==> src/rtl/memacc_pkg.sv <==
package memacc_pkg;
  typedef enum logic [1:0] {
    SZ_NONE = 2'b00,
    SZ_BYTE = 2'b01,
    SZ_HALF = 2'b10,
    SZ_WORD = 2'b11
  } acc_size_e;
endpackage

==> src/rtl/memacc_lane_dec.sv <==
module memacc_lane_dec
  import memacc_pkg::*;
#(
  parameter int LANES = 4,
  localparam int LB = $clog2(LANES)
) (
  input  logic [LB-1:0]    off_i,
  input  logic [LB-1:0]    endian_i,
  input  acc_size_e        size_i,
  output logic [LB-1:0]    lane_o,
  output logic [LANES-1:0] lanes_o
);
  // endian 00 mirrors the offset, 11 keeps it
  assign lane_o = off_i ^ ~endian_i;

  for (genvar i = 0; i < LANES; i++) begin : g_lane
    localparam logic [LB-1:0] IDX = LB'(i);
    always_comb begin
      unique case (size_i)
        SZ_BYTE: lanes_o[i] = (lane_o == IDX);
        SZ_HALF: lanes_o[i] = (lane_o[LB-1:1] == IDX[LB-1:1]);
        SZ_WORD: lanes_o[i] = 1'b1;
        default: lanes_o[i] = 1'b0;
      endcase
    end
  end
endmodule

==> src/rtl/memacc_load_align.sv <==
module memacc_load_align
  import memacc_pkg::*;
#(
  parameter int DATA_W = 32,
  localparam int LANES = DATA_W / 8,
  localparam int LB = $clog2(LANES)
) (
  input  logic [DATA_W-1:0] word_i,
  input  logic [LB-1:0]     lane_i,
  input  acc_size_e         size_i,
  input  logic              sgn_i,
  output logic [DATA_W-1:0] data_o
);
  logic [7:0]  byte_s;
  logic [15:0] half_s;

  assign byte_s = word_i[8*lane_i +: 8];
  assign half_s = word_i[16*lane_i[LB-1:1] +: 16];

  always_comb begin
    unique case (size_i)
      SZ_BYTE: data_o = {{(DATA_W-8){sgn_i & byte_s[7]}}, byte_s};
      SZ_HALF: data_o = {{(DATA_W-16){sgn_i & half_s[15]}}, half_s};
      default: data_o = word_i;
    endcase
  end
endmodule

==> src/rtl/memacc_store_rep.sv <==
module memacc_store_rep
  import memacc_pkg::*;
#(
  parameter int DATA_W = 32,
  localparam int LANES = DATA_W / 8
) (
  input  logic [DATA_W-1:0] data_i,
  input  acc_size_e         size_i,
  output logic [DATA_W-1:0] data_o
);
  logic [DATA_W-1:0] rep_b, rep_h;

  for (genvar i = 0; i < LANES; i++) begin : g_rep_b
    assign rep_b[8*i +: 8] = data_i[7:0];
  end
  for (genvar i = 0; i < LANES / 2; i++) begin : g_rep_h
    assign rep_h[16*i +: 16] = data_i[15:0];
  end

  always_comb begin
    unique case (size_i)
      SZ_BYTE: data_o = rep_b;
      SZ_HALF: data_o = rep_h;
      default: data_o = data_i;
    endcase
  end
endmodule

==> src/rtl/memacc_ctrl.sv <==
module memacc_ctrl
  import memacc_pkg::*;
#(
  parameter int DATA_W = 32,
  parameter int ADDR_W = 32,
  parameter logic [DATA_W-1:0] NOP_OP = '0,
  localparam int LANES = DATA_W / 8,
  localparam int LB = $clog2(LANES)
) (
  input  logic              clk_i,
  input  logic              rst_ni,
  input  logic              pause_i,
  input  logic [LB-1:0]     endian_i,
  input  logic [ADDR_W-1:0] pc_i,
  input  logic [ADDR_W-1:0] dat_addr_i,
  input  logic [DATA_W-1:0] wr_data_i,
  input  logic [1:0]        acc_size_i,
  input  logic              acc_wr_i,
  input  logic              acc_sgn_i,
  output logic [DATA_W-1:0] opcode_o,
  output logic [DATA_W-1:0] rd_data_o,
  output logic              stall_o,
  output logic [ADDR_W-1:0] mem_addr_o,
  output logic [DATA_W-1:0] mem_wdata_o,
  input  logic [DATA_W-1:0] mem_rdata_i,
  output logic [LANES-1:0]  mem_sel_o,
  output logic              mem_we_o
);
  acc_size_e         size;
  logic              access;
  logic              setup_q;
  logic [DATA_W-1:0] opcode_q, next_op_q;
  logic [LB-1:0]     lane;
  logic [LANES-1:0]  lanes;

  assign size   = acc_size_e'(acc_size_i);
  assign access = (size != SZ_NONE);

  // setup_q: fetch half of a data access is done, data half pending
  always_ff @(posedge clk_i or negedge rst_ni) begin
    if (!rst_ni) begin
      setup_q   <= 1'b0;
      opcode_q  <= NOP_OP;
      next_op_q <= NOP_OP;
    end else if (!pause_i) begin
      if (setup_q) begin
        opcode_q <= next_op_q;
        setup_q  <= 1'b0;
      end else if (access) begin
        next_op_q <= mem_rdata_i;
        setup_q   <= 1'b1;
      end else begin
        opcode_q <= mem_rdata_i;
      end
    end
  end

  memacc_lane_dec #(.LANES(LANES)) i_lane_dec (
    .off_i    (dat_addr_i[LB-1:0]),
    .endian_i (endian_i),
    .size_i   (size),
    .lane_o   (lane),
    .lanes_o  (lanes)
  );

  memacc_load_align #(.DATA_W(DATA_W)) i_load_align (
    .word_i (mem_rdata_i),
    .lane_i (lane),
    .size_i (size),
    .sgn_i  (acc_sgn_i),
    .data_o (rd_data_o)
  );

  memacc_store_rep #(.DATA_W(DATA_W)) i_store_rep (
    .data_i (wr_data_i),
    .size_i (size),
    .data_o (mem_wdata_o)
  );

  assign mem_addr_o = setup_q ? dat_addr_i : pc_i;
  assign mem_we_o   = setup_q & access & acc_wr_i;
  assign mem_sel_o  = mem_we_o ? lanes : '0;
  assign stall_o    = (access & ~setup_q) | pause_i;
  assign opcode_o   = opcode_q;
endmodule

==> config.mk <==
export PLATFORM = sky130hd
export DESIGN_NAME = memacc_ctrl
export DESIGN_NICKNAME = d
export VERILOG_FILES = /design/src/rtl/memacc_pkg.sv /design/src/rtl/memacc_lane_dec.sv /design/src/rtl/memacc_load_align.sv /design/src/rtl/memacc_store_rep.sv /design/src/rtl/memacc_ctrl.sv
export SDC_FILE = /design/constraint.sdc
export NUM_CORES = 1
export LEC_CHECK = 0
export BUFFER_PORTS_ARGS = -buffer_cell sky130_fd_sc_hd__buf_4
export CAP_MARGIN = 20
export CORE_AREA = 2 2 106 108
export DETAILED_ROUTE_END_ITERATION = 12
export DIE_AREA = 0 0 108 110
export PLACE_DENSITY = 0.76
export SYNTH_ARGS = -nofsm -noshare
export SYNTH_HDL_FRONTEND = slang
export SYNTH_HIERARCHICAL = 1
export SYNTH_SLANG_ARGS = --single-unit
==> constraint.sdc <==
create_clock -name clk_i -period 3.6 [get_ports clk_i]
set_input_delay 0.54 -clock clk_i [delete_from_list [all_inputs] [get_ports clk_i]]
set_output_delay 0.54 -clock clk_i [all_outputs]
set_load 0.05 [all_outputs]
### After elaboration in Yosys (flattened, before gate mapping)

Index checks and enable logic that the tools add are counted.

* register bits after elaboration: 65
* input port bits: 137
* output and inout port bits: 134
* logic and storage cells: 39

* eq/ne operators: 7
* shift operators: 2
* multiplexer cells: 12
* bitwise operators: 11
* reduce and logical (&&, ||, !) cells: 4

Operators with widths (number)
* $pmux W32 S2: 2
* $mux W32: 3
* $shiftx A32 B6 Y16: 1
* $shiftx A32 B6 Y8: 1
* $pmux W1 S3: 4
* $eq A2 B2 Y1 const B: 4
* $and A1 B1 Y1: 5
* $eq A2 B1 Y1 const B: 2
* $mux W4: 1
* $not A1 Y1: 3
* $reduce_and A3 Y1: 1
* $logic_not A2 Y1: 1
* $mux W1: 2
* $ne A2 B1 Y1 const B: 1
* $not A2 Y2: 1
* $reduce_and A2 Y1: 1
* $reduce_bool A2 Y1: 1
* $xor A2 B2 Y2: 1
* $or A1 B1 Y1: 1

### Depth between registers and ports, before layout

* word-level depth: 5
* depth in mapped cells: 8
* gate-level depth less buffers: 6

### Hierarchy

The synthesis kept the hierarchy.

By module, submodules not included
* memacc_ctrl: instances 1, cells an instance 219, area an instance 3279.4 um^2, sequential area each 1626.6 um^2
* memacc_load_align: instances 1, cells an instance 108, area an instance 673.1 um^2, sequential area each 0.0 um^2
* memacc_store_rep: instances 1, cells an instance 78, area an instance 469.2 um^2, sequential area each 0.0 um^2
* memacc_lane_dec: instances 1, cells an instance 12, area an instance 66.3 um^2, sequential area each 0.0 um^2

### Worst setup path after synthesis

Ideal clock, no wire load.

* path type: input-to-output
* start: in dat_addr_i[1]
* end: out rd_data_o[10]
* arrival: 2.322 ns
* data required time: 3.060 ns
* setup slack: 0.738 ns
* stages on the path: 8
* path buffers: 2
* cell sequence: xor2_1 -> inv_2 -> buf_6 -> mux2_4 -> a22oi_2 -> nand2b_1 -> buf_2 -> a21oi_1

* longest elaborated chain between the ends: 4
* elaborated cells between the ends (all ways): 5
* those cells by class: shift (2); mux (1); bitwise (2)

RTL lines
* start: declaration: line memacc_ctrl.sv:15 `input logic [ADDR_W-1:0] dat_addr_i,`
* $xor A2 B2 Y2 (*): line memacc_lane_dec.sv:14 `assign lane_o = off_i ^ ~endian_i;`
* via lane[1]: line memacc_ctrl.sv:33 `logic [LB-1:0] lane;`
* $shiftx A32 B6 Y8: line memacc_load_align.sv:17 `assign byte_s = word_i[8*lane_i +: 8];`
* $and A1 B1 Y1: line memacc_load_align.sv:22 `SZ_BYTE: data_o = {{(DATA_W-8){sgn_i & byte_s[7]}}, byte_s};`
* $pmux W32 S2 (*): line memacc_load_align.sv:21 `unique case (size_i)`
* end: declaration: line memacc_ctrl.sv:21 `output logic [DATA_W-1:0] rd_data_o,`

The timed path passes the listed nets; every way through them passes the cells marked *.

### Worst setup path after layout

* start: in dat_addr_i[1]
* end: out rd_data_o[12]

Same word-level chain as after synthesis.

==> results.md <==
- Final worst-path cycle share: 84.33%
- CP delay by family, top: buffers and inverters
- Data arrival time of the worst path: between 2000 and 3000 ps
- Comb pwr share: between 50% and 60%
- Synth top area share: 36.24%
- CTS max path bufs: 2
- Vias: ~4,200
- Count of buffer and inverter cells on the critical path: 3
- Relative slew slack: 32.83%
- Synth area leaders: dfrtp_1 (36%), mux2_2 (27%), mux2_1 (4.8%)
- # rows: 38
- # setup viols final: 0
- Biggest area consumer among synthesized cells: dfrtp_1
- Endpoints failing hold: 0
- Setup bufs post-CTS: 0
- Post-route minimum period: 3036 ps
- Area Growth Syn to Fin: 48.15%
- Post-Syn Area: roughly 4500 um^2
- Drt total wl: between 15 and 20 mm
- Vias in the first global route: approximately 4,200
- Critical Path, Cell by Cell: buf_4 > xor2_1 > inv_2 > mux2_4 > a22oi_2 > nand2b_1 > a21oi_1 > buf_4
- Dpl cells: 789
- Gr usage total: between 20% and 30%
- Final HPWL DP: 11.86 mm
- IO Port Bufs: 270
- Maximum VDD drop: 422.3 uV
- Post-synth net total: around 560
- Clock transition at path regs: approximately 80 ps
- Layout cells sized above 1: 62.41%
- Drt via density: ~5.2
- Drc violations: 0
- Grt ovf: 0
- Mapped Avg Cell Area: around 11 um^2
- Power Density: 576.9 nW/um^2
- Hold_buf cts: 0
- Root Driver: clkbuf_8
- Met2 Use GR: about 44%
- Total Die Area: roughly 12,000 um^2
- R2R setup slack: about 1100 ps
- Final TNS setup: 0 ps
- Initial antenna violation count: 1
- GR met3 Demand/Resource: 6.702%
- Post-route ant nets: 0
- Synthesis-stage register bit count: 65
- Worst hold path type: in2async
- Flop pwr share: between 20% and 30%
- Crit-path max cell delay: 380 ps
- Nets: around 800
- Clock share of power: approximately 16%
- Commonest non-fill, non-tap cells in the layout: buf_4 (275), mux2_2 (107), dfrtp_1 (64), nand2_1 (52), o21ai_0 (22)
- Internal: roughly 2000 uW
- Most common cell after layout, fill and taps aside: buf_4
- Critical Path Fanout Max: 20
- Kind of critical path: in2out
- Syn Inst Count: between 400 and 500
- Post-cts resize count: 0
- Slowest cell on crit path: mux2_4
- Lkg Pwr: around 0.0032 uW
- Place WS: 620.0 ps
- Status: complete, no violations
- Sequential element share of the synthesized area: roughly 36%
- Final core area utilization: ~62%
- WL per Instance: between 15 and 20 um
- Drt initial violations: between 200 and 300
- Crit path capture type: output pin
- Startpoint Class: input pin
- Num CTS Buffers: 9
- Critical Path RT: between 3000 and 4000 ps
- I/O pin count: approximately 270
- Most used routing layer: met2
- Final slew viol count: 0
- Post-route insts no fill: 807
- Core ar.: ~11,000 um^2
- Most common cell on crit path: buf_4
- Final worst setup slack: 564.1 ps
- GRT met1 Usage: around 28%
- Die Ht: between 100 and 150 um
- Actual slew at the worst max-slew pin: between 1000 and 1500 ps
- First-pass GRT wire length: between 20 and 25 mm
- Ys Warns: 6
- Layout fillers: 858
- Yosys cell types: 31
- RSZ-0062 raised after global routing: false
- CTS sink count: between 60 and 70
- Initial Utilization: roughly two fifths
- Total of max-cap violations: 0
- Final Skew: about 11 ps
- Net Sw Frac: a little under half
- Clock insertion delay at the later pin of the skew report: about 350 ps
- Maximum number of pins on one net before global-route repair: slightly below 70
- Htree depth: 3
- Final Wtd Congestion: between 0.8 and 0.9
- Sw Pwr: between 1500 and 2000 uW
- Die span in x: ~110 um
- Clock tree from TritonCTS: done
- Router iterations before antenna repair: 4
- Max Freq: 329.4 MHz
[worst paths after layout]
path,startpoint,endpoint,cells past startpoint
max,dat_addr_i[1],rd_data_o[12],8
min,rst_ni,next_op_q[26]$_DFFE_PN0P_,1
max reg2reg,setup_q$_DFFE_PN0N_,next_op_q[2]$_DFFE_PN0P_,3
min reg2reg,opcode_o[11]$_DFFE_PN0P_,opcode_o[11]$_DFFE_PN0P_,1
max in group asynchronous,rst_ni,setup_q$_DFFE_PN0N_,1
min in group clk_i,pause_i,setup_q$_DFFE_PN0N_,2
[synthesized netlist by cell type (all sizes together)]
cell type / instances
mux2: 137
dfrtp: 65
nand2: 52
buf: 37
o21ai: 30
a21oi: 17
inv: 10
nor2b: 10
a22oi: 9
a22o: 8
a32oi: 8
o2bb2ai: 8
clkbuf: 6
and2: 5
ha: 4
nor2: 2
or2: 2
xor2: 2
a211o: 1
a21o: 1
nand2b: 1
nor3: 1
o21ba: 1
[power by group through the flow]
stage	Sequential, uW	Combinational, uW	Clock [uW]
2_1_floorplan	1520	1040	0
3_3_place_gp	1110	2080	0
3_5_place_dp	1120	2110	0
4_1_cts	1110	2110	631
5_1_grt	1140	2200	669
6_report	1110	2110	618
[flip-flops by register name, indices dropped and copies added (netlist names)]
name       flops
opcode_o      32
next_op_q     32
setup_q        1
[stage by stage]
stage | total power [uW] | instance area [um^2] | hold slack (ps)
2_1_floorplan | 2558 | 4488 | 244.4
3_3_place_gp | 3194 | 6447 | 468.7
3_5_place_dp | 3234 | 6447 | 476.0
4_1_cts | 3857 | 6644 | 303.9
5_1_grt | 4012 | 6646 | 336.2
6_report | 3836 | 6649 | 279.6
[metal layers]
| layer | wire length [um] | up-vias |
|---|---|---|
| met5 | 0 | - |
| met4 | 318 | 0 |
| met3 | 1138 | 21 |
| met2 | 7884 | 179 |
| met1 | 5840 | 2036 |
| li1 | - | 1981 |
[logic make-up after synthesis]
kind of cell               synth area share [%]
buffers and inverters                     7.304
xor gates and xnor gates                 0.3904
AOI/OAI and AO/OA                         12.41
DFF                                       36.24
and+or+nand+nor                           7.249
muxes                                     35.29
adders and majority gates                 1.115
[cell type report]
cell class / count / area, um^2 / area share, %
well taps: 140 / 175.2 / 2.635
multi-input cells: 299 / 2540 / 38.20
inverters: 10 / 37.54 / 0.5645
diodes: 2 / 5.005 / 0.07527
flip-flops and latches: 65 / 1630 / 24.52
clock inverters: 6 / 68.82 / 1.035
clock buffers: 10 / 127.6 / 1.919
repair buffers: 275 / 2064 / 31.05
Power figures use the tool's default switching activity.
